## config.mk

```make
export PLATFORM = sky130hd
export DESIGN_NAME = tmr_pair
export DESIGN_NICKNAME = d
export VERILOG_FILES = /design/src/rtl/tmr_pkg.sv /design/src/rtl/tmr_edge.sv /design/src/rtl/tmr_core.sv /design/src/rtl/tmr_pair.sv
export SDC_FILE = /design/constraint.sdc
export NUM_CORES = 1
export LEC_CHECK = 0
export BUFFER_PORTS_ARGS = -buffer_cell sky130_fd_sc_hd__buf_2
export CAP_MARGIN = 10
export CORE_MARGIN = 4
export CORE_UTILIZATION = 25
export DETAILED_ROUTE_END_ITERATION = 8
export GPL_TIMING_DRIVEN = 0
export PLACE_DENSITY = 0.44
export SLEW_MARGIN = 20
export SYNTH_ARGS = -nofsm -noshare
export SYNTH_HDL_FRONTEND = slang
export SYNTH_SLANG_ARGS = --single-unit
```

## constraint.sdc

```tcl
create_clock -name clk_i -period 2.76 [get_ports clk_i]
set_clock_uncertainty 0.15 [all_clocks]
set_input_delay 0.414 -clock clk_i [delete_from_list [all_inputs] [get_ports clk_i]]
set_output_delay 0.414 -clock clk_i [all_outputs]
set_load 0.02 [all_outputs]
```

## src/rtl/tmr_pkg.sv

```systemverilog
package tmr_pkg;
  typedef enum logic [2:0] {
    M_PRE13 = 3'd0,
    M_FULL  = 3'd1,
    M_RLD8  = 3'd2,
    M_SPLIT = 3'd3,
    M_PWM   = 3'd6
  } tmr_mode_e;
endpackage

```

## src/rtl/tmr_edge.sv

```systemverilog
module tmr_edge (
  input  logic clk_i,
  input  logic rst_ni,
  input  logic tick_i,
  input  logic pin_i,
  output logic fall_o
);
  logic prev_q;

  always_ff @(posedge clk_i or negedge rst_ni) begin
    if (!rst_ni)     prev_q <= 1'b0;
    else if (tick_i) prev_q <= pin_i;
  end

  assign fall_o = tick_i & prev_q & ~pin_i;
endmodule

```

## src/rtl/tmr_core.sv

```systemverilog
module tmr_core #(
  parameter int BW = 8,
  parameter int PW = 5
) (
  input  logic          clk_i,
  input  logic          rst_ni,
  input  logic [2:0]    mode_i,
  input  logic          inc_i,
  input  logic          inc_hi_i,
  input  logic          wr_lo_i,
  input  logic          wr_hi_i,
  input  logic [BW-1:0] wdata_i,
  output logic [BW-1:0] tl_o,
  output logic [BW-1:0] th_o,
  output logic          ovf_o,
  output logic          ovf_hi_o,
  output logic          pwm_o
);
  import tmr_pkg::*;

  localparam logic [BW-1:0]   BMAX = '1;
  localparam logic [BW-1:0]   BONE = BW'(1);
  localparam logic [PW-1:0]   PMAX = '1;
  localparam logic [PW-1:0]   PONE = PW'(1);
  localparam logic [2*BW-1:0] WONE = (2*BW)'(1);

  logic [BW-1:0] tl_q, th_q, tl_n, th_n;

  always_comb begin
    tl_n     = tl_q;
    th_n     = th_q;
    ovf_o    = 1'b0;
    ovf_hi_o = 1'b0;
    case (mode_i)
      M_PRE13: if (inc_i) begin
        if (tl_q[PW-1:0] == PMAX) begin
          tl_n[PW-1:0] = '0;
          th_n         = th_q + BONE;
          ovf_o        = (th_q == BMAX);
        end else begin
          tl_n[PW-1:0] = tl_q[PW-1:0] + PONE;
        end
      end
      M_FULL: if (inc_i) begin
        {th_n, tl_n} = {th_q, tl_q} + WONE;
        ovf_o        = &{th_q, tl_q};
      end
      M_RLD8: if (inc_i) begin
        tl_n  = (tl_q == BMAX) ? th_q : tl_q + BONE;
        ovf_o = (tl_q == BMAX);
      end
      M_SPLIT: begin
        if (inc_i) begin
          tl_n  = tl_q + BONE;
          ovf_o = (tl_q == BMAX);
        end
        if (inc_hi_i) begin
          th_n     = th_q + BONE;
          ovf_hi_o = (th_q == BMAX);
        end
      end
      M_PWM: if (inc_i) begin
        tl_n  = tl_q + BONE;
        ovf_o = (tl_q == BMAX);
      end
      default: ;
    endcase
    if (wr_lo_i) tl_n = wdata_i;
    if (wr_hi_i) th_n = wdata_i;
  end

  always_ff @(posedge clk_i or negedge rst_ni) begin
    if (!rst_ni) begin
      tl_q <= '0;
      th_q <= '0;
    end else begin
      tl_q <= tl_n;
      th_q <= th_n;
    end
  end

  assign tl_o  = tl_q;
  assign th_o  = th_q;
  assign pwm_o = (mode_i == M_PWM) && (tl_q < th_q);
endmodule

```

## src/rtl/tmr_pair.sv

```systemverilog
module tmr_pair #(
  parameter int BW = 8,
  parameter int PW = 5
) (
  input  logic          clk_i,
  input  logic          rst_ni,
  input  logic          tick_i,
  input  logic [1:0]    run_i,
  input  logic [1:0]    gate_i,
  input  logic [1:0]    gate_pin_i,
  input  logic [1:0]    cnt_sel_i,
  input  logic [1:0]    cnt_pin_i,
  input  logic [5:0]    mode_i,
  input  logic [1:0]    tog_en_i,
  input  logic          wr_en_i,
  input  logic [1:0]    wr_sel_i,
  input  logic [BW-1:0] wr_data_i,
  input  logic [1:0]    ovf_clr_i,
  output logic [BW-1:0] tl0_o,
  output logic [BW-1:0] th0_o,
  output logic [BW-1:0] tl1_o,
  output logic [BW-1:0] th1_o,
  output logic [1:0]    ovf_o,
  output logic [1:0]    tog_o,
  output logic [1:0]    pwm_o
);
  import tmr_pkg::*;

  localparam int NT = 2;

  logic [BW-1:0] tl_w [NT];
  logic [BW-1:0] th_w [NT];
  logic [NT-1:0] ovf_w, ovf_hi_w, evt_w;
  logic [NT-1:0] ovf_q, tog_q;

  for (genvar i = 0; i < NT; i++) begin : g_ch
    logic [2:0] md;
    logic       fall, open, halt, inc, inc_hi;

    assign md = mode_i[3*i +: 3];

    tmr_edge u_edge (
      .clk_i  (clk_i),
      .rst_ni (rst_ni),
      .tick_i (tick_i),
      .pin_i  (cnt_pin_i[i]),
      .fall_o (fall)
    );

    assign open   = run_i[i] & (~gate_i[i] | gate_pin_i[i]);
    // timer 1 stops in split code
    assign halt   = (i == 1) && (md == M_SPLIT);
    assign inc    = open & ~halt & (cnt_sel_i[i] ? fall : tick_i);
    // upper half of timer 0 borrows timer 1's run bit
    assign inc_hi = (i == 0) ? (tick_i & run_i[NT-1]) : 1'b0;

    tmr_core #(.BW(BW), .PW(PW)) u_core (
      .clk_i    (clk_i),
      .rst_ni   (rst_ni),
      .mode_i   (md),
      .inc_i    (inc),
      .inc_hi_i (inc_hi),
      .wr_lo_i  (wr_en_i && (wr_sel_i == 2'(2*i))),
      .wr_hi_i  (wr_en_i && (wr_sel_i == 2'(2*i+1))),
      .wdata_i  (wr_data_i),
      .tl_o     (tl_w[i]),
      .th_o     (th_w[i]),
      .ovf_o    (ovf_w[i]),
      .ovf_hi_o (ovf_hi_w[i]),
      .pwm_o    (pwm_o[i])
    );
  end

  assign evt_w[0] = ovf_w[0];
  assign evt_w[1] = (mode_i[2:0] == M_SPLIT) ? ovf_hi_w[0] : ovf_w[1];

  always_ff @(posedge clk_i or negedge rst_ni) begin
    if (!rst_ni) begin
      ovf_q <= '0;
      tog_q <= '1;
    end else begin
      for (int k = 0; k < NT; k++) begin
        if (evt_w[k])          ovf_q[k] <= 1'b1;
        else if (ovf_clr_i[k]) ovf_q[k] <= 1'b0;
        if (!tog_en_i[k])      tog_q[k] <= 1'b1;
        else if (evt_w[k])     tog_q[k] <= ~tog_q[k];
      end
    end
  end

  assign tl0_o = tl_w[0];
  assign th0_o = th_w[0];
  assign tl1_o = tl_w[1];
  assign th1_o = th_w[1];
  assign ovf_o = ovf_q;
  assign tog_o = tog_q;
endmodule

```

==> results of run 1 <==
metal layers:
layer	GRT usage	share of wire	routed length, um
met1	0.229	0.49	5520
met2	0.233	0.44	4970
met3	0.0251	0.052	585
met4	0.0434	0.013	143
met5	0	0	0
power groups by stage:
stage	sequential [mW]	combinational, mW	clock (mW)
5_1_grt	0.811	0.876	0.841
3_3_place_gp	0.796	0.757	0
2_1_floorplan	0.850	0.422	0
4_1_cts	0.789	0.776	0.822
6_report	0.793	0.778	0.799
3_5_place_dp	0.799	0.770	0
worst paths after layout:
path | startpoint | to | depth (start not counted)
max | g_ch[1].u_core.tl_o[1] | pwm_o[1] | 7
min | rst_ni | g_ch[0].u_core.tl_o[3] | 1
max in group asynchronous | rst_ni | g_ch[1].u_core.th_o[7] | 1
min reg2reg | ovf_o[1] | ovf_o[1] | 2
max reg2reg | g_ch[1].u_core.tl_o[1] | g_ch[1].u_core.th_o[3] | 8
min in group clk_i | ovf_clr_i[0] | ovf_o[0] | 2
critical path: stages (launching register included):
cell and delay, ps:
dfrtp_1 450, ha_1 320, a21o_1 170, a21oi_1 130
o21ai_0 160, a41oi_1 250, buf_4 130, buf_2 150
state kept, by name, summed over array words and instances, names as in the netlist:
name,flops
g_ch.u_core.th_o,16
g_ch.u_core.tl_o,16
g_ch.u_edge.prev_q,2
ovf_o,2
tog_o,2
through the flow:
stage / area [um^2] / setup TNS (ps)
2_1_floorplan: 3240 / 0
3_3_place_gp: 3790 / -49.1
3_5_place_dp: 3790 / -47.0
4_1_cts: 4000 / 0
5_1_grt: 4030 / 0
6_report: 4030 / 0
Yosys cell counts (9+ instances only):
cell / number
nand3_1: 23
nand2b_1: 12
a21oi_1: 13
ha_1: 20
clkbuf_1: 10
nand4_1: 9
nand2_1: 45
dfrtp_1: 36
nor2_1: 31
a31oi_1: 9
nor3_1: 10
inv_1: 20
o21ai_0: 21
cells by family after synthesis:
kind of cell             after synthesis  synth area share
AO/OA/AOI/OAI                        106             0.239
XOR/XNOR                               3           0.00811
adder cells (fa/ha/maj)               20            0.0772
buffers and inverters                 37            0.0486
flip-flops                            38             0.294
multiplexers                          10            0.0343
AND/OR/NAND/NOR                      182             0.299
cell type report:
| class | instances | area, um^2 | share of cell area |
|---|---|---|---|
| clock inverter | 2 | 60.1 | 0.0149 |
| clock buffer | 6 | 139 | 0.0345 |
| tap | 172 | 215 | 0.0534 |
| multi-input combinational | 321 | 2170 | 0.537 |
| buffer | 17 | 83.8 | 0.0208 |
| inverter | 20 | 75.1 | 0.0186 |
| timing repair buffer | 66 | 333 | 0.0826 |
| sequential | 38 | 958 | 0.238 |
timing repair:
action / 4_1_cts / 5_1_grt
hold buffers: 0 / 0
resized for setup: 2 / 11
setup endpoints to repair: 2 / 11
==> results.toml, run 1 <==
[synth]
ys_seq_area_frac = 0.294
syn_nets = 450
yosys.cell_types.count = 70
syn_area_um2 = 3240
synth_top_area_share = 0.278
syn_inst = 396
avgSynthCellArea_um2 = 8.19
async_flop_share = 1.00
ys_ff_latch = 38
synthFlopType = "dfrtp_1"
synth.largest_area_cell = "dfrtp_1"
synth_edf_count = 0
yosysWarnings = 0
synth_area_leaders = "dfrtp_1, ha_1, nand2_1"

[global_route]
grt_pass1_wl_mm = 18.0
grt_pass1_vias = 3155
track_usage = 0.155
grt_overflow = 0
grt_max_degree = 39
antenna_found_initial = 0

[die]
core_area_um2 = 12700
fp.dieH_um = 122
pin_count = 72
row_count = 41
start_util = 0.256
die_width_um = 122
dieArea_um2 = 14900

[clock_tree]
insertion_delay_ps = 290
h-tree-depth = 2
cts_tree = "built"
postCtsSetupRepairBufs = 0
cts.sinks = 38
clockBufferDepth = 2
clkTransAtPathRegs_ps = 70
numCtsBuffers = 5
root_buffer = "clkbuf_16"

[run_status]
status = "finished, violations left"
violations = "hold timing"

[place]
port_buffers = 66
gp_congestion = 0.846
dp_slack_ps = -29.2
place_inst = 634
hpwl_mm = 8.56

[power]
p_seq_frac = 0.335
comb_power_share = 0.328
netSwitchingPower_uw = 881
p_int_mw = 1.49
powerDensity_nw_per_um2 = 588
p_clk_frac = 0.337
peakVddDrop_v = 0.000220
p_sw_frac = 0.372
p_total_mw = 2.37
p_leak_nw = 1.75

[setup_path]
r2r_slack_ps = 220
arrival_ps = 2040
cp_max_fo = 5
worst-endpoint-required_ps = 2200
crit_type = "reg2out"
critPathCaptureType = "output pin"
start_kind = "flip-flop"

[timing]
slew_viol_final = 0
worst_pin_slew_ps = 727
period_needed_ps = 2610
max_freq_mhz = 383
rsz0062_at_grt = "false"
setup-violations-final = 0
hold-worst-slack_ps = -35.3
worst_slack_ps = 151
slew_headroom = 0.513
finalCritPeriodShare = 0.945
finalHoldViolations = 36

[worst_hold_path]
hold_path.class = "in2async"

[drt]
drt_iter0_drc = 266
post_drt_wl_per_cell_um = 17.5
wl_mm = 11.2
drcViolationCount = 0
via_per_inst = 5.23
vias = 3358
final_antenna_net_count = 0
drtPass1Iterations = 5

[layout]
insertedDiodeCount = 0
synthToLayoutAreaGrowth_pct = 24.3
fin_nets = 523
fin_cells = 642
fillCellCount = 1364
utilization = 0.318
final_common_cell = "buf_2"
drive_gt1_frac = 0.247
final_cell_mix = "buf_2, nand2_1, dfrtp_1, nor2_1, nand3_1"

[job]
drv_cap = 0
No activity file was read; power rests on OpenSTA's default activity.
==> run 2: changes to the inputs <==
--- a/config.mk
+++ b/config.mk
@@ -9,6 +9,7 @@
 export CAP_MARGIN = 10
 export CORE_MARGIN = 4
 export CORE_UTILIZATION = 25
+export CTS_BUF_LIST = sky130_fd_sc_hd__clkbuf_8
 export DETAILED_ROUTE_END_ITERATION = 8
 export GPL_TIMING_DRIVEN = 0
 export PLACE_DENSITY = 0.44
@@ -16,3 +17,4 @@
 export SYNTH_ARGS = -nofsm -noshare
 export SYNTH_HDL_FRONTEND = slang
 export SYNTH_SLANG_ARGS = --single-unit
+export TNS_END_PERCENT = 1
==> results.toml, run 2 (same netlist as run 1, synthesis figures left out) <==
[timing]
max_freq_mhz = 379
setup-violations-final = 0
slew_viol_final = 0
worst_pin_slew_ps = 734
finalHoldViolations = 0
finalCritPeriodShare = 0.955
rsz0062_at_grt = "false"
tns_ps = 0
period_needed_ps = 2640
slew_headroom = 0.509

[power]
p_seq_frac = 0.360
p_leak_nw = 1.73
netSwitchingPower_uw = 865
comb_power_share = 0.356
peakVddDrop_v = 0.000208
p_clk_frac = 0.284
powerDensity_nw_per_um2 = 550
p_sw_frac = 0.394
p_int_mw = 1.33

[layout]
fin_nets = 524
synthToLayoutAreaGrowth_pct = 23.3
final_common_cell = "buf_2"
insertedDiodeCount = 0
drive_gt1_frac = 0.251
final_cell_mix = "buf_2, nand2_1, nor2_1, dfrtp_1, nand3_1"
utilization = 0.315

[die]
pin_count = 72
fp.dieH_um = 122
core_area_um2 = 12700
start_util = 0.256
dieArea_um2 = 14900
die_width_um = 122
row_count = 41

[place]
hpwl_mm = 8.56
port_buffers = 66
gp_congestion = 0.846

[clock_tree]
cts.sinks = 38
cts_tree = "built"
clockBufferDepth = 2
numCtsBuffers = 5
postCtsSetupRepairBufs = 0
clkTransAtPathRegs_ps = 90
h-tree-depth = 2
insertion_delay_ps = 310
root_buffer = "clkbuf_8"

[global_route]
track_usage = 0.155
antenna_found_initial = 0
grt_pass1_vias = 3143
grt_overflow = 0
grt_pass1_wl_mm = 18.0
grt_max_degree = 39

[drt]
final_antenna_net_count = 0
vias = 3337
post_drt_wl_per_cell_um = 17.3
via_per_inst = 5.19
wl_mm = 11.1
drt_iter0_drc = 245
drcViolationCount = 0
drtPass1Iterations = 5

[run_status]
status = "finished clean"

[setup_path]
crit_chain = "inv_1, ha_1, a21o_1, a21oi_1, o21ai_0, a41oi_1, buf_4, buf_2"
crit_type = "reg2out"
path_buf_inv = 3
critPathCaptureType = "output pin"
start_kind = "flip-flop"
cp_max_fo = 6
cp_slowest_cell = "dfrtp_2"
worst-endpoint-required_ps = 2200
crit_path_max_incr_delay_ps = 450
arrival_ps = 2070
cpLargestDelayFamily = "compound AO/OA/AOI/OAI gates"

[job]
drv_cap = 0

[worst_hold_path]
hold_path.class = "in2reg"
run 2: power by group through the flow:
stage,Sequential [mW],Combinational [mW],Clock (mW)
floorplan,0.850,0.422,0
global placement,0.796,0.757,0
detailed placement,0.799,0.770,0
CTS,0.788,0.776,0.647
global route,0.813,0.880,0.664
finish,0.792,0.782,0.624
run 2: through the flow:
| stage | setup WS [ps] | instances | area [um^2] | hold slack [ps] | total power, mW |
|---|---|---|---|---|---|
| detailed placement | -29.2 | 634 | 3790 | 330 | 1.57 |
| finish | 124 | 643 | 4000 | 142 | 2.20 |
| CTS | 4.19 | 642 | 3950 | 133 | 2.21 |
| floorplan | 314 | 396 | 3240 | -31.6 | 1.27 |
| global route | 0.191 | 643 | 4000 | 131 | 2.36 |
| global placement | -27.9 | 634 | 3790 | 324 | 1.55 |
run 2: layer usage:
metal,track usage,vias to the layer above,wire [um]
li1,-,1629,-
met1,0.231,1603,5520
met2,0.233,94,4960
met3,0.0237,11,539
met4,0.0385,0,122
met5,0,-,0
run 2: worst register-to-register path: stages (launching register included):
cell and delay (ps):
dfrtp_1 430, ha_1 240, and3_1 190, ha_1 240
nor2_1 90, nor3_4 240, o2111ai_2 290, or3_1 390
a31oi_1 180
run 2: final timing paths:
kind / start / to / depth (start not counted) / slack, ps
worst max register to register: g_ch[1].u_core.tl_o[0] / g_ch[1].u_core.th_o[3] / 8 / 230
worst min register to register: ovf_o[1] / ovf_o[1] / 2 / 350
min in group asynchronous: rst_ni / g_ch[0].u_core.tl_o[3] / 2 / 480
worst min-delay path: ovf_clr_i[0] / ovf_o[0] / 2 / 140
max in group asynchronous: rst_ni / g_ch[1].u_core.th_o[7] / 2 / 1540
worst max-delay path: g_ch[1].u_core.th_o[1] / pwm_o[1] / 8 / 120
run 2: layout make-up:
type	count	area [um^2]
inverters	20	75.1
plain buffers	17	83.8
fillers	1369	8670
well taps	172	215
clock buffers	6	82.6
clock inverters	2	60.1
multi-input cells	321	2180
flip-flops and latches	38	960
repair buffers	67	343
run 2: what timing repair did:
action | CTS | global route
endpoints found under the setup margin | 2 | 11
hold buffers | 0 | 1
hold endpoints to repair | 0 | 21
resized for setup | 2 | 14
pin swaps | 0 | 0
==> run 3: changes to the inputs <==
--- a/config.mk
+++ b/config.mk
@@ -13,6 +13,7 @@
 export DETAILED_ROUTE_END_ITERATION = 8
 export GPL_TIMING_DRIVEN = 0
 export PLACE_DENSITY = 0.44
+export SETUP_SLACK_MARGIN = 0.15
 export SLEW_MARGIN = 20
 export SYNTH_ARGS = -nofsm -noshare
 export SYNTH_HDL_FRONTEND = slang
==> results.toml, run 3 (same netlist as run 1, synthesis figures left out) <==
[run_status]
status = "finished clean"

[setup_path]
r2r_start = "g_ch[1].u_core.tl_o[1]"
crit_type = "reg2out"
critPathCaptureType = "output pin"
arrival_ps = 2000
cp_max_fo = 5
start_kind = "flip-flop"
crit_start = "g_ch[1].u_core.tl_o[1]"
worst-endpoint-required_ps = 2200

[drt]
drtPass1Iterations = 5
drt_iter0_drc = 222
vias = 3351
wl_mm = 11.2
via_per_inst = 5.16
drcViolationCount = 0
final_antenna_net_count = 0
post_drt_wl_per_cell_um = 17.3

[power]
peakVddDrop_v = 0.000213
p_total_mw = 2.23
powerDensity_nw_per_um2 = 547
p_leak_nw = 1.76

[clock_tree]
cts.sinks = 38
clockBufferDepth = 2
numCtsBuffers = 5
cts_tree = "built"
clkTransAtPathRegs_ps = 90
h-tree-depth = 2
insertion_delay_ps = 310
root_buffer = "clkbuf_8"

[layout]
insertedDiodeCount = 0
drive_gt1_frac = 0.270
fillCellCount = 1360
synthToLayoutAreaGrowth_pct = 25.7
fin_nets = 530
final_cell_mix = "buf_2, nand2_1, nor2_1, dfrtp_1, nand3_1"
final_common_cell = "buf_2"
fin_area_um2 = 4080

[global_route]
grt_overflow = 0
antenna_found_initial = 0
use_met2 = 0.234
top_usage_layer = "met2"
grt_pass1_vias = 3161
track_usage = 0.155
grt_pass1_wl_mm = 18.0
grt_use_met3 = 0.0237
met1_usage = 0.232
grt_max_degree = 39

[place]
placed_cell_area_um2 = 3790
hpwl_mm = 8.56
gp_congestion = 0.846
port_buffers = 66

[die]
dieArea_um2 = 14900
start_util = 0.256
row_count = 41
pin_count = 72
fp.dieH_um = 122
die_width_um = 122
core_area_um2 = 12700

[worst_hold_path]
hold_path.class = "in2reg"
hold_start = "ovf_clr_i[0]"

[timing]
finalCritPeriodShare = 0.928
finalHoldViolations = 0
worst_pin_slew_ps = 826
setup-violations-final = 0
max_freq_mhz = 390
slew_headroom = 0.448
period_needed_ps = 2560
slew_viol_final = 0
rsz0062_at_grt = "true"

[job]
drv_cap = 0
-- run 3: changes by cell type in the layout (fill, tap and decap cells not counted), moves of 2 or more --
| cell | before | now |
|---|---|---|
| o2111ai_4 | 0 | 2 |
| clkbuf_2 | 0 | 2 |
| o2111ai_2 | 2 | 0 |
| clkbuf_1 | 9 | 7 |
| buf_4 | 3 | 9 |
-- run 3: report_power, final --
| part | internal (mW) | switching (mW) |
|---|---|---|
| sequential | 0.643 | 0.143 |
| combinational | 0.323 | 0.493 |
| clock | 0.386 | 0.240 |
| total | 1.35 | 0.876 |
-- run 3: cell type report --
cell class	count	area [um^2]	share of cell area
repair buffers	73	388	0.0952
multi-input cells	321	2210	0.542
inverters	20	75.1	0.0184
clock inverters	2	60.1	0.0147
clock buffers	6	82.6	0.0203
flip-flops and latches	38	961	0.236
plain buffers	17	86.3	0.0212
well taps	172	215	0.0528
-- run 3: layer usage --
metal  wire [um]  part of all wire
met1        5580              0.50
met4         121             0.011
met5           0                 0
met2        5010              0.45
met3         521             0.046
-- run 3: what timing repair did --
item	in CTS	in global routing
buffers inserted	3	3
setup endpoints to repair	11	14
hold endpoints to repair	0	22
pin swaps	0	1
hold buffers	0	1
gates resized for setup	8	17
-- run 3: critical path, cell delays in order (launching register included) --
cell and delay [ps]:
dfrtp_2 450, ha_1 300, a21o_1 170, a21oi_1 140, o21ai_1 120, a41oi_1 230, buf_4 130, buf_2 150
-- run 3: worst paths after layout --
| kind | to | slack (ps) | cells after the start |
|---|---|---|---|
| worst min register to register | ovf_o[1] | 350 | 2 |
| min in group asynchronous | g_ch[0].u_core.tl_o[3] | 470 | 2 |
| worst max-delay path | pwm_o[1] | 200 | 7 |
| max in group asynchronous | g_ch[0].u_core.th_o[7] | 1560 | 2 |
| worst min-delay path | ovf_o[0] | 140 | 2 |
| worst max register to register | g_ch[1].u_core.th_o[3] | 260 | 8 |
-- run 3: stage by stage --
stage	TNS, ps	hold slack, ps	worst slack, ps	std cells	utilization
CTS	0	133	141	645	0.314
global route	0	131	79.3	649	0.322
finish	0	141	199	649	0.322
detailed placement	-47.0	330	-29.2	634	0.299
floorplan	0	-31.6	314	396	-
global placement	-49.1	324	-27.9	634	0.299
